`config.mk`:
```
export PLATFORM = sky130hd
export DESIGN_NAME = can_buserr_capture
export DESIGN_NICKNAME = d
export VERILOG_FILES = /design/src/rtl/can_bec_pkg.sv /design/src/rtl/can_bec_capture.sv /design/src/rtl/can_bec_flag.sv /design/src/rtl/can_buserr_capture.sv
export SDC_FILE = /design/constraint.sdc
export NUM_CORES = 1
export LEC_CHECK = 0
export BUFFER_PORTS_ARGS = -buffer_cell sky130_fd_sc_hd__buf_2
export CORE_AREA = 2 2 39 41
export CTS_CLUSTER_SIZE = 40
export DETAILED_ROUTE_END_ITERATION = 8
export DIE_AREA = 0 0 41 43
export PLACE_DENSITY_LB_ADDON = 0.05
export SETUP_SLACK_MARGIN = 0.02
export SLEW_MARGIN = 40
export SYNTH_ARGS = -nofsm -noshare
export SYNTH_HDL_FRONTEND = slang
export SYNTH_SLANG_ARGS = --single-unit
```
`constraint.sdc`:
```
create_clock -name clk -period 0.9 [get_ports clk]
set_input_delay 0.045 -clock clk [delete_from_list [all_inputs] [get_ports clk]]
set_output_delay 0.045 -clock clk [all_outputs]
set_load 0.1 [all_outputs]
```
`src/rtl/can_bec_pkg.sv`:
```
package can_bec_pkg;
  localparam int TYPE_W = 2;
  localparam int SEG_W  = 5;
  localparam int CAP_W  = TYPE_W + 1 + SEG_W;

  typedef enum logic [TYPE_W-1:0] {
    ERR_BIT   = 2'd0,
    ERR_FORM  = 2'd1,
    ERR_STUFF = 2'd2,
    ERR_OTHER = 2'd3
  } err_kind_e;

  typedef struct packed {
    err_kind_e        kind;
    logic             rx;
    logic [SEG_W-1:0] seg;
  } cap_word_t;
endpackage

```
`src/rtl/can_bec_capture.sv`:
```
module can_bec_capture
  import can_bec_pkg::*;
(
  input  logic      clk,
  input  logic      rst,
  input  logic      ev_valid,
  input  cap_word_t ev_word,
  input  logic      rd,
  output logic      accept,
  output logic      held,
  output cap_word_t word
);
  cap_word_t word_q;
  logic      held_q;

  assign accept = ev_valid && !held_q;
  assign held   = held_q;
  assign word   = word_q;

  always_ff @(posedge clk) begin
    if (rst) begin
      word_q <= '0;
      held_q <= 1'b0;
    end else if (accept) begin
      word_q <= ev_word;
      held_q <= 1'b1;
    end else if (rd) begin
      held_q <= 1'b0;
    end
  end

  p_hold_r3: assert property (@(posedge clk) disable iff (rst)
    held_q && !rd |=> $stable(word_q) && held_q);
  p_store_r2: assert property (@(posedge clk) disable iff (rst)
    accept |=> held_q && word_q == $past(ev_word));
  p_rearm_r4: assert property (@(posedge clk) disable iff (rst)
    held_q && rd |=> !held_q);
  p_drop_r10: assert property (@(posedge clk) disable iff (rst)
    held_q && ev_valid |=> $stable(word_q));
endmodule

```
`src/rtl/can_bec_flag.sv`:
```
module can_bec_flag (
  input  logic clk,
  input  logic rst,
  input  logic set_ev,
  input  logic en,
  input  logic rd,
  output logic flag
);
  logic flag_q;
  assign flag = flag_q;

  always_ff @(posedge clk) begin
    if (rst) flag_q <= 1'b0;
    else     flag_q <= (flag_q && !rd) || (set_ev && en);
  end

  p_set_r1: assert property (@(posedge clk) disable iff (rst)
    set_ev && en |=> flag_q);
  p_clear_r5: assert property (@(posedge clk) disable iff (rst)
    rd && !(set_ev && en) |=> !flag_q);
  p_rise_r7: assert property (@(posedge clk) disable iff (rst)
    !flag_q && !(set_ev && en) |=> !flag_q);
endmodule

```
`src/rtl/can_buserr_capture.sv`:
```
module can_buserr_capture
  import can_bec_pkg::*;
(
  input  logic             clk,
  input  logic             rst,
  input  logic             err_valid,
  output logic             err_ready,
  input  logic [TYPE_W-1:0] err_type,
  input  logic             err_dir,
  input  logic [SEG_W-1:0] err_seg,
  input  logic             irq_en,
  input  logic             cap_rd,
  output logic [CAP_W-1:0] cap_rdata,
  input  logic             ir_rd,
  output logic             ir_rdata,
  output logic             irq
);
  cap_word_t ev_word;
  cap_word_t word;
  logic      accept;
  logic      held;
  logic      flag;

  assign ev_word = '{kind: err_kind_e'(err_type), rx: err_dir, seg: err_seg};

  can_bec_capture u_cap (
    .clk(clk), .rst(rst), .ev_valid(err_valid), .ev_word(ev_word),
    .rd(cap_rd), .accept(accept), .held(held), .word(word)
  );

  can_bec_flag u_flag (
    .clk(clk), .rst(rst), .set_ev(accept), .en(irq_en),
    .rd(ir_rd), .flag(flag)
  );

  assign err_ready = !held;
  assign cap_rdata = word;
  assign ir_rdata  = flag;
  assign irq       = flag;

  p_locked_no_irq_r7: assert property (@(posedge clk) disable iff (rst)
    !err_ready && !irq |=> !irq);
  p_reset_r9: assert property (@(posedge clk)
    rst |=> err_ready && !irq && cap_rdata == '0);
endmodule

```
==> impl_metrics.ini, run 1 <==
[clocking]
clk_path_buf_depth = 2
numCtsBuffers = 3
cts_tree = built
htreeDepth = 1
clk_pin_slew_ns = 0.06
cts_root_buffer = clkbuf_4
clock_sinks = 10
clk_latency_ns = 0.27

[drt]
drt-pass1-iter-count = 2
vias = 417
routed_wirelength_um = 981
drc = 0
wire_per_inst_um = 11.0
drt_iter0_drc = 2
drtAntennaViolNets = 0
drt-vias-per-instance = 4.69

[grt]
grt_max_degree = 19
grt_pass1_vias = 386
grt_pass1_wl_mm = 1.57
antenna_found_initial = 0
grt_usage_pct = 13.3
grt-ovfl-total = 0

[timing]
fin_crit_sh_pct = 111
worst_slack_ns = -0.0961
fin_crit_ns = 0.996
fin_worst_skew_ns = 0.00498
setup_violations = 1
tightest_slew_ns = 0.227
maxClockFrequency_mhz = 1000
finalHoldViolCount = 0
rsz0062_at_grt = true
holdWs_ns = 0.0340
slew_violations = 0
slew_headroom_pct = 84.9

[floorplanning]
coreArea_um2 = 1380
fp.dieH_um = 43
num_rows = 14
fp.dieArea_um2 = 1760
die_width_um = 41
start_util_pct = 32.5
ios = 25

[worst_setup_path]
path_cells = buf_6, clkinvlp_4, buf_12
path_max_fanout = 3
r2r_start = u_cap.held$_SDFFE_PP0P_
worstPathArrival_ns = 0.95
crit_path_end_kind = output pin
rrSetupSlack_ns = 0
cp.required_ns = 0.85
crit_type = flop to output pin
critPathMaxStageDelay_ns = 0.34
cpMaxStageDelayCell = dfxtp_2
reg2reg_depth = 4
worstReg2RegEnd = u_flag.flag$_SDFF_PP0_
crit_start = u_cap.held$_SDFFE_PP0P_
start_kind = flop

[power_and_ir_drop]
seqPwrFrac_pct = 38.0
p_leak_nw = 0.331
switching_share_pct = 36.8
p_per_area_nw_per_um2 = 1560
p_int_uw = 823
pwr-share-clk_pct = 24.3
p_switching_uw = 478
fin_total_pwr_mw = 1.30
irDropWorstVdd_v = 0.00102
combPwrFrac_pct = 37.7

[cells_and_area]
diodes = 0
area_growth_syn_to_layout_pct = 85.5
drive_gt1_share_pct = 58.9
multi_input_area_um2 = 225
fill_cells = 118
post-route-util_pct = 60.2
seqCellArea_um2 = 235
fin_nets = 88

[place]
io_buffers = 24
gp_congestion = 0.588
dpl.hpwl_um = 726

[hold_path]
hold_path.class = input pin to flop
min_to = u_flag.flag$_SDFF_PP0_
min_from = irq_en
hold_path_depth = 3

[synthesis]
netlist_instances = 45
netlist_top_cells_count = 10 x dfxtp_1, 9 x nand2b_1, 8 x nand4bb_1, 8 x o21ai_1, 2 x buf_4
ys_ff_latch = 10
post_synth.cell_area_avg_um2 = 9.98
synth_top_area_share_pct = 44.6
synth_top_cell_by_area = dfxtp_1
synthesis.area_um2 = 449
syn-num-nets = 59
synth_cell_types = 13
async_flop_share_pct = 0
synth_ff_type = dfxtp_1
seq_area_frac_synth_pct = 44.6
yosysWarnings = 0
synth_area_leaders = dfxtp_1 45%, nand4bb_1 20%, nand2b_1 13%
synth_most_common_cell = dfxtp_1
synth_edf_count = 0

[status]
status = finished with violations
violations = setup timing

[job]
drv_cap = 0
[cell families after synthesis]
group | Yosys count | share of synthesized area, %
AND/OR/NAND/NOR | 20 | 37.3
AO/OA/AOI/OAI | 10 | 12.3
flip-flops | 10 | 44.6
buffers and inverters | 5 | 5.85
[worst max path at each step]
stage	end
floorplan	irq
global placement	u_cap.held$_SDFFE_PP0P_
detailed placement	u_cap.word[6]$_SDFFE_PP0P_
CTS	err_ready
global route	err_ready
finish	err_ready
[cell type report]
type / instances / share of cell area, %
timing repair buffer: 28 / 38.3
sequential: 10 / 28.2
multi-input combinational: 30 / 27.0
clock buffer: 3 / 2.70
tap: 16 / 2.40
inverter: 1 / 0.901
clock inverter: 1 / 0.450
[power by group through the flow]
stage          logic, mW  registers (mW)  clock network [mW]
2_1_floorplan      0.128           0.675                   0
3_3_place_gp       0.482           0.505                   0
3_5_place_dp       0.484           0.504                   0
4_1_cts            0.494           0.495               0.324
5_1_grt            0.511           0.498               0.355
6_report           0.490           0.494               0.316
[metal layers]
metal / global-route usage, % / wire, µm / vias to the layer above
met4: 8.00 / 20 / 0
met1: 17.0 / 418 / 183
met2: 18.4 / 450 / 19
met3: 4.71 / 92 / 2
met5: 0 / 0 / -
li1: - / - / 213
[cell usage in the layout (no fill, tap or decap), drive strengths merged]
cell and count:
a21oi 1, and2b 1, buf 28, clkbuf 3, clkinv 1, clkinvlp 1, dfxtp 10, nand2b 9
nand3b 1, nand4bb 8, nor2b 1, o21ai 8, o21ba 1
[stage by stage]
step           worst slack, ns  TNS [ns]  std cells  cell area (µm²)
6_report               -0.0961   -0.0961         89              833
5_1_grt                 -0.131    -0.311         89              833
4_1_cts                 -0.103    -0.108         89              833
3_5_place_dp           -0.0267    -0.171         84              793
3_3_place_gp           0.00229         0         84              793
2_1_floorplan          -0.0125   -0.0125         45              502
[sequential cells by signal (all words and copies together) (netlist names)]
| signal | cells |
|---|---|
| u_cap.held | 1 |
| u_cap.word | 8 |
| u_flag.flag | 1 |
[worst max-delay path: cells and delay by family (launching register included)]
kind / cells / cell delay (ns)
buffers and inverters: 3 / 0.34
DFF: 1 / 0.34
[timing repair]
action	4_1_cts	5_1_grt
resized for setup	3	0
setup endpoints to repair	10	9
pin swaps	1	0
hold buffers	0	0
buffers inserted	1	0
Note: power is estimated with default switching activity, not from simulation.
==> inputs of run 2 (changes only) <==
PLACE_DENSITY_LB_ADDON = 0.1   (was 0.05)
==> run 2 against run 1 <==
  * The flow still finishes with violations (setup timing)
  * Register-to-register slack worse by 0.06 ns
  * Critical path depth stayed put
  * Sequential cell count is the same
  * Clock power fell by 2%
  * Final area rose by 4.7%
  * Critical endpoint unchanged
==> impl_metrics.ini, run 2 (same netlist as run 1, synthesis figures left out) <==
[clocking]
cts_tree = built
htreeDepth = 1
clock_sinks = 10
cts_hold_buf = 0
numCtsBuffers = 3
clk_latency_ns = 0.25
clk_pin_slew_ns = 0.06
cts_root_buffer = clkbuf_4
clk_path_buf_depth = 2

[timing]
finalSetupTns_ns = -0.239
maxClockFrequency_mhz = 1030
slew_violations = 0
rsz0062_at_grt = true
fin_crit_sh_pct = 108
fin_crit_ns = 0.973
fin_worst_skew_ns = 0.00182
setup_violations = 8
finalHoldViolCount = 0
worst_slack_ns = -0.0725
tightest_slew_ns = 0.223
slew_headroom_pct = 85.1

[cells_and_area]
fin_cells = 91
final_common_cell = buf_2
fin_area_um2 = 872
drive_gt1_share_pct = 66.7
mostFrequentLayoutCells = 13 x buf_2, 11 x buf_12, 9 x nand2b_1, 9 x dfxtp_4, 8 x nand4bb_1
largest_reg_flops = 8
diodes = 0
fill_cells = 115
multi_input_area_um2 = 253
seqCellArea_um2 = 235
fin_nets = 90
area_growth_syn_to_layout_pct = 94.2

[place]
gp_congestion = 0.644
pre_cts_slack_ns = -0.0124
dpl_cell_area_um2 = 793
dp.cells = 84
dpl.hpwl_um = 731
io_buffers = 24

[worst_setup_path]
reg2reg_depth = 3
path_cells = buf_6, clkinvlp_4, buf_12
critPathMaxStageDelay_ns = 0.33
crit_path_end_kind = output pin
worstPathArrival_ns = 0.93
crit_type = flop to output pin
path_max_fanout = 2
cpMaxStageDelayCell = dfxtp_2
cp.required_ns = 0.85
start_kind = flop

[drt]
drt-pass1-iter-count = 2
vias = 432
drc = 0
drt_iter0_drc = 6
drt-vias-per-instance = 4.75
wire_per_inst_um = 11.5
drtAntennaViolNets = 0
routed_wirelength_mm = 1.05

[grt]
antenna_found_initial = 0
grt_pass1_vias = 410
grt_max_degree = 19
grt-ovfl-total = 0
grt_usage_pct = 14.5
grt_pass1_wl_mm = 1.70

[hold_path]
hold_path.class = input pin to flop
hold_path_depth = 3

[power_and_ir_drop]
p_per_area_nw_per_um2 = 1510
pwr-share-clk_pct = 23.4
p_int_uw = 846
p_leak_nw = 0.349
p_switching_uw = 473
switching_share_pct = 35.9
irDropWorstVdd_v = 0.000834
combPwrFrac_pct = 39.0
seqPwrFrac_pct = 37.5

[floorplanning]
ios = 25
coreArea_um2 = 1380
fp.dieH_um = 43
die_width_um = 41
num_rows = 14
start_util_pct = 32.5
fp.dieArea_um2 = 1760

[status]
violations = setup timing
status = finished with violations

[job]
drv_cap = 0
-- run 2: cell types whose count changed in the layout (fill, tap and decap cells not counted), sizes merged --
cell,previous run,this run
clkbuf,3,4
and2b,1,2
clkinv,1,0
buf,28,29
-- run 2: worst paths after layout --
kind                            slack [ns]                    endpoint                        from
worst max register to register       -0.06     u_cap.held$_SDFFE_PP0P_     u_cap.held$_SDFFE_PP0P_
worst min-delay path                  0.05      u_flag.flag$_SDFF_PP0_                      irq_en
worst min register to register        0.50  u_cap.word[2]$_SDFFE_PP0P_  u_cap.word[2]$_SDFFE_PP0P_
worst max-delay path                 -0.07                   err_ready     u_cap.held$_SDFFE_PP0P_
-- run 2: what timing repair did --
action	in CTS	in global routing
hold endpoints to repair	0	0
setup buffers	1	1
pin swaps	1	5
resized for setup	2	8
gates cloned	0	1
endpoints found under the setup margin	10	11
-- run 2: metal layers --
layer | up-vias | share of wire (%) | track usage (%)
met5 | - | 0 | 0
met4 | 0 | 0 | 10.0
met3 | 0 | 7.6 | 3.66
met2 | 18 | 50 | 20.9
met1 | 191 | 42 | 18.0
li1 | 223 | - | -
-- run 2: power by group through the flow --
stage	Sequential (mW)	Clock, mW	Combinational (mW)
detailed placement	0.505	0	0.483
finish	0.495	0.309	0.515
CTS	0.496	0.328	0.491
floorplan	0.675	0	0.128
global placement	0.505	0	0.481
global route	0.498	0.366	0.537
-- run 2: area by class of cell --
type                    instances  share of cell area [%]
repair buffers                 29                    37.9
flip-flops and latches         10                    27.0
inverters                       1                   0.861
well taps                      16                    2.30
multi-input cells              31                    29.0
clock buffers                   4                    3.01
-- run 2: through the flow --
step / utilization [%] / hold WS, ns / power [mW]
finish: 63.0 / 0.0521 / 1.32
global route: 63.0 / 0.0507 / 1.40
CTS: 60.1 / 0.0375 / 1.32
detailed placement: 57.3 / 0.311 / 0.989
global placement: 57.3 / 0.302 / 0.986
floorplan: - / 0.198 / 0.803
-- run 2: critical path: cells and delay by family, from the launching register on --
kind | cells | cell delay, ns
buf+inv | 3 | 0.34
flops | 1 | 0.33
